**src/rtl/radio_irq_pkg.sv**
```systemverilog
package radio_irq_pkg;
  localparam int unsigned NSRC  = 4;
  localparam int unsigned CFG_W = 8;
  localparam int unsigned POL_BIT = 3;

  localparam int unsigned SRC_CNT2 = 0;
  localparam int unsigned SRC_FS   = 1;
  localparam int unsigned SRC_AFC  = 2;
  localparam int unsigned SRC_ST   = 3;

  typedef enum logic [1:0] {
    DET_LEVEL  = 2'd0,
    DET_RISE   = 2'd1,
    DET_TOGGLE = 2'd2
  } det_kind_e;

  function automatic det_kind_e src_kind(int unsigned idx);
    case (idx)
      SRC_CNT2: return DET_LEVEL;
      SRC_AFC:  return DET_RISE;
      default:  return DET_TOGGLE;
    endcase
  endfunction

  // config bit position of each source enable
  function automatic int unsigned en_bit(int unsigned idx);
    case (idx)
      SRC_CNT2: return 0;
      SRC_FS:   return 1;
      SRC_AFC:  return 2;
      default:  return 6;
    endcase
  endfunction

  function automatic logic [CFG_W-1:0] used_bits();
    logic [CFG_W-1:0] m;
    m = '0;
    m[POL_BIT] = 1'b1;
    for (int unsigned i = 0; i < NSRC; i++) m[en_bit(i)] = 1'b1;
    return m;
  endfunction
endpackage

```
**src/rtl/radio_irq_evdet.sv**
```systemverilog
module radio_irq_evdet
  import radio_irq_pkg::*;
#(
  parameter det_kind_e KIND = DET_TOGGLE
) (
  input  logic clk_i,
  input  logic rst_ni,
  input  logic sig_i,
  output logic ev_o
);
  generate
    if (KIND == DET_LEVEL) begin : g_level
      assign ev_o = sig_i;
    end else begin : g_edge
      logic sig_q;
      always_ff @(posedge clk_i or negedge rst_ni) begin
        if (!rst_ni) sig_q <= 1'b0;
        else         sig_q <= sig_i;
      end
      if (KIND == DET_RISE) begin : g_rise
        assign ev_o = sig_i & ~sig_q;
      end else begin : g_tog
        assign ev_o = sig_i ^ sig_q;
      end
    end
  endgenerate
endmodule

```
**src/rtl/radio_irq_cfg.sv**
```systemverilog
module radio_irq_cfg
  import radio_irq_pkg::*;
(
  input  logic             clk_i,
  input  logic             rst_ni,
  input  logic             we_i,
  input  logic [CFG_W-1:0] wdata_i,
  output logic [NSRC-1:0]  en_o,
  output logic             pol_o
);
  localparam logic [CFG_W-1:0] USED = used_bits();

  logic [NSRC-1:0] en_d;
  logic            unused_rsv;

  assign unused_rsv = ^(wdata_i & ~USED);

  for (genvar i = 0; i < NSRC; i++) begin : g_map
    assign en_d[i] = wdata_i[en_bit(i)];
  end

  always_ff @(posedge clk_i or negedge rst_ni) begin
    if (!rst_ni) begin
      en_o  <= '0;
      pol_o <= 1'b0;
    end else if (we_i) begin
      en_o  <= en_d;
      pol_o <= wdata_i[POL_BIT];
    end
  end
endmodule

```
**src/rtl/radio_irq_pend.sv**
```systemverilog
module radio_irq_pend
  import radio_irq_pkg::*;
(
  input  logic            clk_i,
  input  logic            rst_ni,
  input  logic [NSRC-1:0] ev_i,
  input  logic            clr_i,
  output logic [NSRC-1:0] pend_o
);
  // new event wins over a clear in the same cycle
  always_ff @(posedge clk_i or negedge rst_ni) begin
    if (!rst_ni) pend_o <= '0;
    else         pend_o <= (clr_i ? '0 : pend_o) | ev_i;
  end
endmodule

```
**src/rtl/radio_irq_ctrl.sv**
```systemverilog
module radio_irq_ctrl
  import radio_irq_pkg::*;
(
  input  logic             clk_i,
  input  logic             rst_ni,
  input  logic             cfg_we_i,
  input  logic [CFG_W-1:0] cfg_wdata_i,
  input  logic             stereo_i,
  input  logic             afc_oor_i,
  input  logic             fs_i,
  input  logic             cnt2_done_i,
  input  logic             clr_i,
  input  logic             drive_en_i,
  output logic             irq_o,
  output logic             line_o,
  output logic             line_oe_o
);
  logic [NSRC-1:0] src_lvl;
  logic [NSRC-1:0] ev;
  logic [NSRC-1:0] pend_q;
  logic [NSRC-1:0] en_q;
  logic            pol_q;

  assign src_lvl[SRC_CNT2] = cnt2_done_i;
  assign src_lvl[SRC_FS]   = fs_i;
  assign src_lvl[SRC_AFC]  = afc_oor_i;
  assign src_lvl[SRC_ST]   = stereo_i;

  for (genvar i = 0; i < NSRC; i++) begin : g_det
    radio_irq_evdet #(.KIND(src_kind(i))) u_det (
      .clk_i (clk_i),
      .rst_ni(rst_ni),
      .sig_i (src_lvl[i]),
      .ev_o  (ev[i])
    );
  end

  radio_irq_cfg u_cfg (
    .clk_i  (clk_i),
    .rst_ni (rst_ni),
    .we_i   (cfg_we_i),
    .wdata_i(cfg_wdata_i),
    .en_o   (en_q),
    .pol_o  (pol_q)
  );

  radio_irq_pend u_pend (
    .clk_i (clk_i),
    .rst_ni(rst_ni),
    .ev_i  (ev),
    .clr_i (clr_i),
    .pend_o(pend_q)
  );

  assign irq_o     = |(pend_q & en_q);
  assign line_o    = irq_o ^ pol_q;
  assign line_oe_o = drive_en_i;
endmodule

```
**config.mk**
```make
export PLATFORM = sky130hd
export DESIGN_NAME = radio_irq_ctrl
export DESIGN_NICKNAME = d
export VERILOG_FILES = /design/src/rtl/radio_irq_pkg.sv /design/src/rtl/radio_irq_evdet.sv /design/src/rtl/radio_irq_cfg.sv /design/src/rtl/radio_irq_pend.sv /design/src/rtl/radio_irq_ctrl.sv
export SDC_FILE = /design/constraint.sdc
export NUM_CORES = 1
export LEC_CHECK = 0
export CAP_MARGIN = 10
export CORE_AREA = 2 2 39 41
export CTS_BUF_LIST = sky130_fd_sc_hd__clkbuf_8
export CTS_CLUSTER_DIAMETER = 40
export DETAILED_ROUTE_END_ITERATION = 8
export DIE_AREA = 0 0 41 43
export PLACE_DENSITY_LB_ADDON = 0.15
export SLEW_MARGIN = 10
export SYNTH_ARGS = -nofsm -noshare
export SYNTH_HDL_FRONTEND = slang
export SYNTH_SLANG_ARGS = --single-unit
```
**constraint.sdc**
```tcl
create_clock -name clk_i -period 3.1 [get_ports clk_i]
set_clock_uncertainty 0.2 [all_clocks]
set_input_delay 0.31 -clock clk_i [delete_from_list [all_inputs] [get_ports clk_i]]
set_output_delay 0.31 -clock clk_i [all_outputs]
set_load 0.005 [all_outputs]
```
==> results of run 1 <==
## cells in the mapped netlist, drive strengths merged
master	number	area, µm²
a22oi	2	25.0
a22o	1	8.76
buf	1	7.51
xor2	3	26.3
nand2	1	6.26
a21o	3	23.8
dfrtp	12	300
inv	2	7.51
mux2	5	56.3
## how the worst min path moves through the flow
stage,start,endpoint,slack [ns],depth (start not counted)
2_1_floorplan,rst_ni,g_det[1].u_det.g_edge.sig_q,-0.19,0
3_3_place_gp,u_pend.pend_o[3],u_pend.pend_o[3],0.28,1
3_5_place_dp,u_pend.pend_o[3],u_pend.pend_o[3],0.30,1
4_1_cts,rst_ni,u_cfg.en_o[1],0.24,1
5_1_grt,rst_ni,u_pend.pend_o[1],0.27,1
6_report,rst_ni,u_pend.pend_o[1],0.23,1
## worst register-to-register path, delay by kind of cell (launching register included)
family          cells  cell delay, ns
xor+xnor            1            0.15
compound gates      1            0.15
flops               1            0.37
## power breakdown
part           internal [µW]  switching [µW]
clock network           84.7            47.2
logic                   37.0            16.6
registers                171            8.88
total                    293            72.7
## state kept, by name, indices dropped and copies added, names as in the netlist
signal,flops
u_pend.pend_o,4
u_cfg.en_o,4
u_cfg.pol_o,1
g_det.u_det.g_edge.sig_q,3
## final cells by class
cell class,instances,area (µm²)
clock buffers,3,41.3
fillers,127,728
inverters,2,7.51
multi-input cells,15,146
flip-flops and latches,12,300
well taps,16,20.0
repair buffers,14,140
## logic make-up after synthesis
logic type | count (synthesis)
flip-flops | 12
multiplexers | 5
buffers and inverters | 3
AND/OR/NAND/NOR | 1
XOR/XNOR | 3
AO/OA/AOI/OAI | 6
## per-stage QoR
step	area, µm²	util
after floorplan	462	-
after global placement	614	0.444
after detailed placement	614	0.444
after CTS	656	0.474
after global routing	656	0.474
final	656	0.474
## per-layer routing
| metal | wire [µm] | share of wire | vias up |
|---|---|---|---|
| li1 | - | - | 133 |
| met1 | 319 | 0.42 | 126 |
| met2 | 361 | 0.48 | 13 |
| met3 | 75 | 0.099 | 0 |
| met4 | 0 | 0 | 0 |
| met5 | 0 | 0 | - |
==> metrics.md, run 1 <==
| Metric | Value |
|---|---|
| Core footprint | 1380 µm² |
| I/O pin cnt | 20 |
| P&R area growth vs syn | 42.0% |
| Nets | 65 |
| RR Startpoint | g_det[1].u_det.g_edge.sig_q |
| Setup Viol. Count Final | 0 |
| Synth Register Bits | 12 |
| Drt via density | ~4.4 |
| GR Layer Usage met1 | 0.145 |
| Reg-to-reg endpoint | u_pend.pend_o[1] |
| Hold buffer count at cts | 0 |
| RSZ-0062 raised after global routing | no |
| Resize count post-CTS | 0 |
| Post-Syn Area | roughly 460 µm² |
| Worst Path Max Fanout | 2 |
| Reg2Reg Depth | 2 |
| PortBufs | 14 |
| Design Power | roughly 370 µW |
| Final period util | 0.663 |
| Initial Util | 0.334 |
| Simple-gate share of the synthesized area | 0.0136 |
| Dpl ws | 1.28 ns |
| Worst min-delay path category | in2async |
| Synth warn | 0 |
| Global Route met3 Usage | 0.0366 |
| Most common cell after layout, fill and taps aside | clkdlybuf4s50_1 |
| Clock Tree Root | clkbuf_8 |
| Fin. Hold Viols | 0 |
| Sum Neg Setup Slack | 0 ns |
| Fraction of layout cells with a size suffix above 1 | 0.261 |
| Worst setup path endpoint | line_o |
| Number of buffers created by CTS | 3 |
| Clk sinks | 12 |
| Leak pwr | approximately 0.00029 µW |
| Site Rows | 14 |
| Worst-skew pair later-pin latency | roughly 0.23 ns |
| DRC violations left | 0 |
| GR Overflow Total | 0 |
| Initial antenna violation count | 0 |
| Delay-heaviest family, CP | buffers and inverters |
| Initial drt markers | 0 |
| Post-synth net total | 47 |
| Vias in the first global route | 327 |
| Critical path buffer and inverter count | 1 |
| Dpl hpwl | approximately 600 µm |
| WL/cell | between 10 and 15 µm |
| Fin cells | 62 |
| Total of max-cap violations | 0 |
| Min Hold Slack | roughly 0.23 ns |
| Minimum clock period | ~2.1 ns |
| Syn Inst Count | 30 |
| H-tree levels | 1 |
| Slew @ Worst Pin | 0.528 ns |
| Syn_area_per_cell | between 15 and 20 µm² |
| Max clock buf depth | 2 |
| First-pass GRT wire length | around 1.4 mm |
| CP required | 2.59 ns |
| Die X-Extent | 41 µm |
| Clock Pin Slew Worst Setup and Hold Paths | 0.05 ns |
| Worst path depth | 4 |
| Worst setup path category | reg2out |
| # diodes | 0 |
| R2R setup slack | roughly 2.1 ns |
| Peak supply drop | approximately 0.00027 V |
| Router iterations before antenna repair | 1 |
| Met2 GRT Util | 0.172 |
| Final worst setup slack | 1.05 ns |
| PwrDens | 557 nW/µm² |
| Fmax | 487 MHz |
| Largest net degree at the start of global routing | 13 |
| Part of the Yosys area used for sequential elements | 0.650 |
| Cell count after placement | 59 |
| Slew headroom | 0.647 |
| Worst EP arrival | 1.54 ns |
| Most frequent cells in the layout | 14 x clkdlybuf4s50_1, 12 x dfrtp_1, 5 x mux2_2 |
| Final Wtd Congestion | 0.599 |
| Crit path launch type | flop |
| Synth Area in Adders | 0 |
| Crit path from | u_pend.pend_o[0] |
| CP peak stage delay | a little over 0.5 ns |
| Status | complete, no violations |
| Final wirelength | between 700 and 800 µm |
| Via count | about 270 |
| Critical Path Sink Type | output port |
| GRT Total Usage | 0.119 |
| Grt peak-use layer | met2 |
| Mux cell area share after synthesis | 0.122 |
| Cell variety after synth | 10 |
| Largest family of logic cells by synthesized area | compound AO/OA/AOI/OAI gates |
| Post-CTS Repair Setup Buffers | 0 |
| Synth Area in Compound Gates | 0.125 |
| Fin. max-slew vios | 0 |
| Die area | 1760 µm² |
| Critical path's slowest cell | clkdlybuf4s50_1 |
| Cell Chain, Critical Path | a22oi_2 -> nand2_2 -> xor2_1 -> clkdlybuf4s50_1 |
| Post-Synth XOR/XNOR Area | 0.0569 |
| Routed Antenna Nets | 0 |
| CTS tree | built |
| Die Ht | around 43 µm |
Power figures use the tool's default switching activity.
==> inputs of run 2 (changes only) <==
Clock period 3.1 ns to 2 ns, I/O delays scaled along.
==> metrics.md, run 2 (synthesized netlist as in run 1, its figures left out) <==
| Metric | Value |
|---|---|
| Drt via density | 4.39 (unchanged) |
| CTS tree | built |
| Most common cell after layout, fill and taps aside | clkdlybuf4s50_1 |
| Slew @ Worst Pin | 0.528 ns (-0.0000793 ns) |
| Core footprint | 1380 µm² (unchanged) |
| Setup Viol. Count Final | 0 (unchanged) |
| I/O pin cnt | 20 (unchanged) |
| Status | complete, no violations |
| GR Overflow Total | 0 (unchanged) |
| Worst EP arrival | 1.34 ns (-0.20 ns) |
| Initial drt markers | 0 (unchanged) |
| Router iterations before antenna repair | 1 (unchanged) |
| Minimum clock period | between 1.5 and 2 ns |
| Initial antenna violation count | 0 (unchanged) |
| Sum Neg Setup Slack | 0 ns (unchanged) |
| Clock Pin Slew Worst Setup and Hold Paths | 0.05 ns (about the same) |
| # diodes | 0 (unchanged) |
| Nets | 65 (unchanged) |
| Leak pwr | 0.000295 µW (+3.1%) |
| Cell count after placement | 59 (unchanged) |
| Critical path buffer and inverter count | 1 (unchanged) |
| Site Rows | 14 (unchanged) |
| PwrDens | 858 nW/µm² (+54%) |
| Worst-skew pair later-pin latency | 0.23 ns (about the same) |
| Reg2Reg Depth | 2 (unchanged) |
| Die Ht | 43 µm (unchanged) |
| Switching Power | 113 µW (+55%) |
| CP peak stage delay | 0.44 ns (-0.07 ns) |
| Die X-Extent | 41 µm (unchanged) |
| Largest net degree at the start of global routing | 13 (unchanged) |
| Delay-heaviest family, CP | buffers and inverters |
| CP required | 1.60 ns (-0.99 ns) |
| R2R setup slack | 1.02 ns (-1.10 ns) |
| Worst setup path category | reg2out |
| Worst setup path endpoint | irq_o |
| Worst path depth | 3 (-1) |
| Clk sinks | 12 (unchanged) |
| Critical Path Sink Type | output port |
| Via count | 272 (unchanged) |
| P&R area growth vs syn | 42.5% |
| Largest registers | u_cfg.en_o x4, u_pend.pend_o x4, g_det.u_det.g_edge.sig_q x3 |
| Hold buffer count at cts | 0 (unchanged) |
| Reg-to-reg endpoint | u_pend.pend_o[1] |
| PortBufs | 14 (unchanged) |
| Reg power frac | 0.493 (about the same) |
| Initial Util | 0.334 (unchanged) |
| Die area | 1760 µm² (unchanged) |
| Fmax | 574 MHz |
| Number of buffers created by CTS | 3 (unchanged) |
| H-tree levels | 1 (unchanged) |
| WL/cell | 12.2 µm (+0.13%) |
| Fin cells | 62 (unchanged) |
| Final period util | 0.872 |
| Most frequent cells in the layout | 13 x clkdlybuf4s50_1, 12 x dfrtp_1, 5 x mux2_2 |
| Critical path's slowest cell | clkdlybuf4s50_1 |
| GRT Total Usage | 0.119 (unchanged) |
| Final worst setup slack | 0.257 ns (-0.789 ns) |
| Worst Path Max Fanout | 2 (unchanged) |
| Fraction of layout cells with a size suffix above 1 | 0.261 (unchanged) |
| Max clock buf depth | 2 (unchanged) |
| DRC violations left | 0 (unchanged) |
| Fin. Hold Viols | 0 (unchanged) |
| RR Startpoint | g_det[1].u_det.g_edge.sig_q |
| RSZ-0062 raised after global routing | no |
| Clock Tree Root | clkbuf_8 |
| Clock Power Share | 0.362 (about the same) |
| Routed Antenna Nets | 0 (unchanged) |
| Util after Layout | 0.476 (+0.00181) |
| Final wirelength | 757 µm (+0.13%) |
| Worst min-delay path category | in2async |
| Crit path launch type | flop |
| Dpl hpwl | 603 µm (unchanged) |
| Resize count post-CTS | 0 (unchanged) |
| Power Internal | 452 µW (+54%) |
| Final Wtd Congestion | 0.599 (unchanged) |
| Total of max-cap violations | 0 (unchanged) |
| Peak supply drop | 0.000414 V (+55%) |
| Post-CTS Repair Setup Buffers | 0 (unchanged) |
| Fin. max-slew vios | 0 (unchanged) |
| Cell Chain, Critical Path | a22oi_2 -> nand2_2 -> clkdlybuf4s50_1 |
| Dpl ws | 0.292 ns (-0.990 ns) |
| Crit path from | u_pend.pend_o[0] |
| Sw Ratio | 0.199 (+0.000340) |
| Min Hold Slack | 0.120 ns (-0.110 ns) |
| Vias in the first global route | 327 (unchanged) |
| First-pass GRT wire length | 1.37 mm (unchanged) |
| Slew headroom | 0.647 (about the same) |
| Comb pwr share | 0.144 (-0.003) |
-- run 2: power groups by stage --
stage	clock (µW)	sequential, µW	combinational [µW]
detailed placement	0	283	84.9
CTS	216	279	85.3
global placement	0	281	82.1
finish	205	278	81.4
global route	231	281	92.4
floorplan	0	279	36.9
-- run 2: worst min path at each step --
stage                    start  slack (ns)                          end
global route            rst_ni        0.16             u_pend.pend_o[1]
detailed placement  drive_en_i        0.20                    line_oe_o
floorplan               rst_ni       -0.30  g_det[1].u_det.g_edge.sig_q
global placement    drive_en_i        0.20                    line_oe_o
finish                  rst_ni        0.12             u_pend.pend_o[1]
CTS                     rst_ni        0.13                u_cfg.en_o[1]
-- run 2: area by class of cell --
cell class	instances	area, µm²
fillers	126	726
flip-flops and latches	12	300
multi-input cells	15	146
repair buffers	14	143
clock buffers	3	41.3
well taps	16	20.0
inverters	2	7.51
-- run 2: per-layer routing --
| layer | GRT usage | vias to the layer above | routed length [µm] |
|---|---|---|---|
| li1 | - | 133 | - |
| met1 | 0.145 | 126 | 317 |
| met3 | 0.0366 | 0 | 79 |
| met2 | 0.172 | 13 | 360 |
| met5 | 0 | - | 0 |
| met4 | 0.0800 | 0 | 0 |
-- run 2: through the flow --
stage / instance area (µm²) / total power [µW]
2_1_floorplan: 462 / 316
3_3_place_gp: 614 / 363
3_5_place_dp: 614 / 368
4_1_cts: 656 / 580
5_1_grt: 658 / 604
6_report: 658 / 564
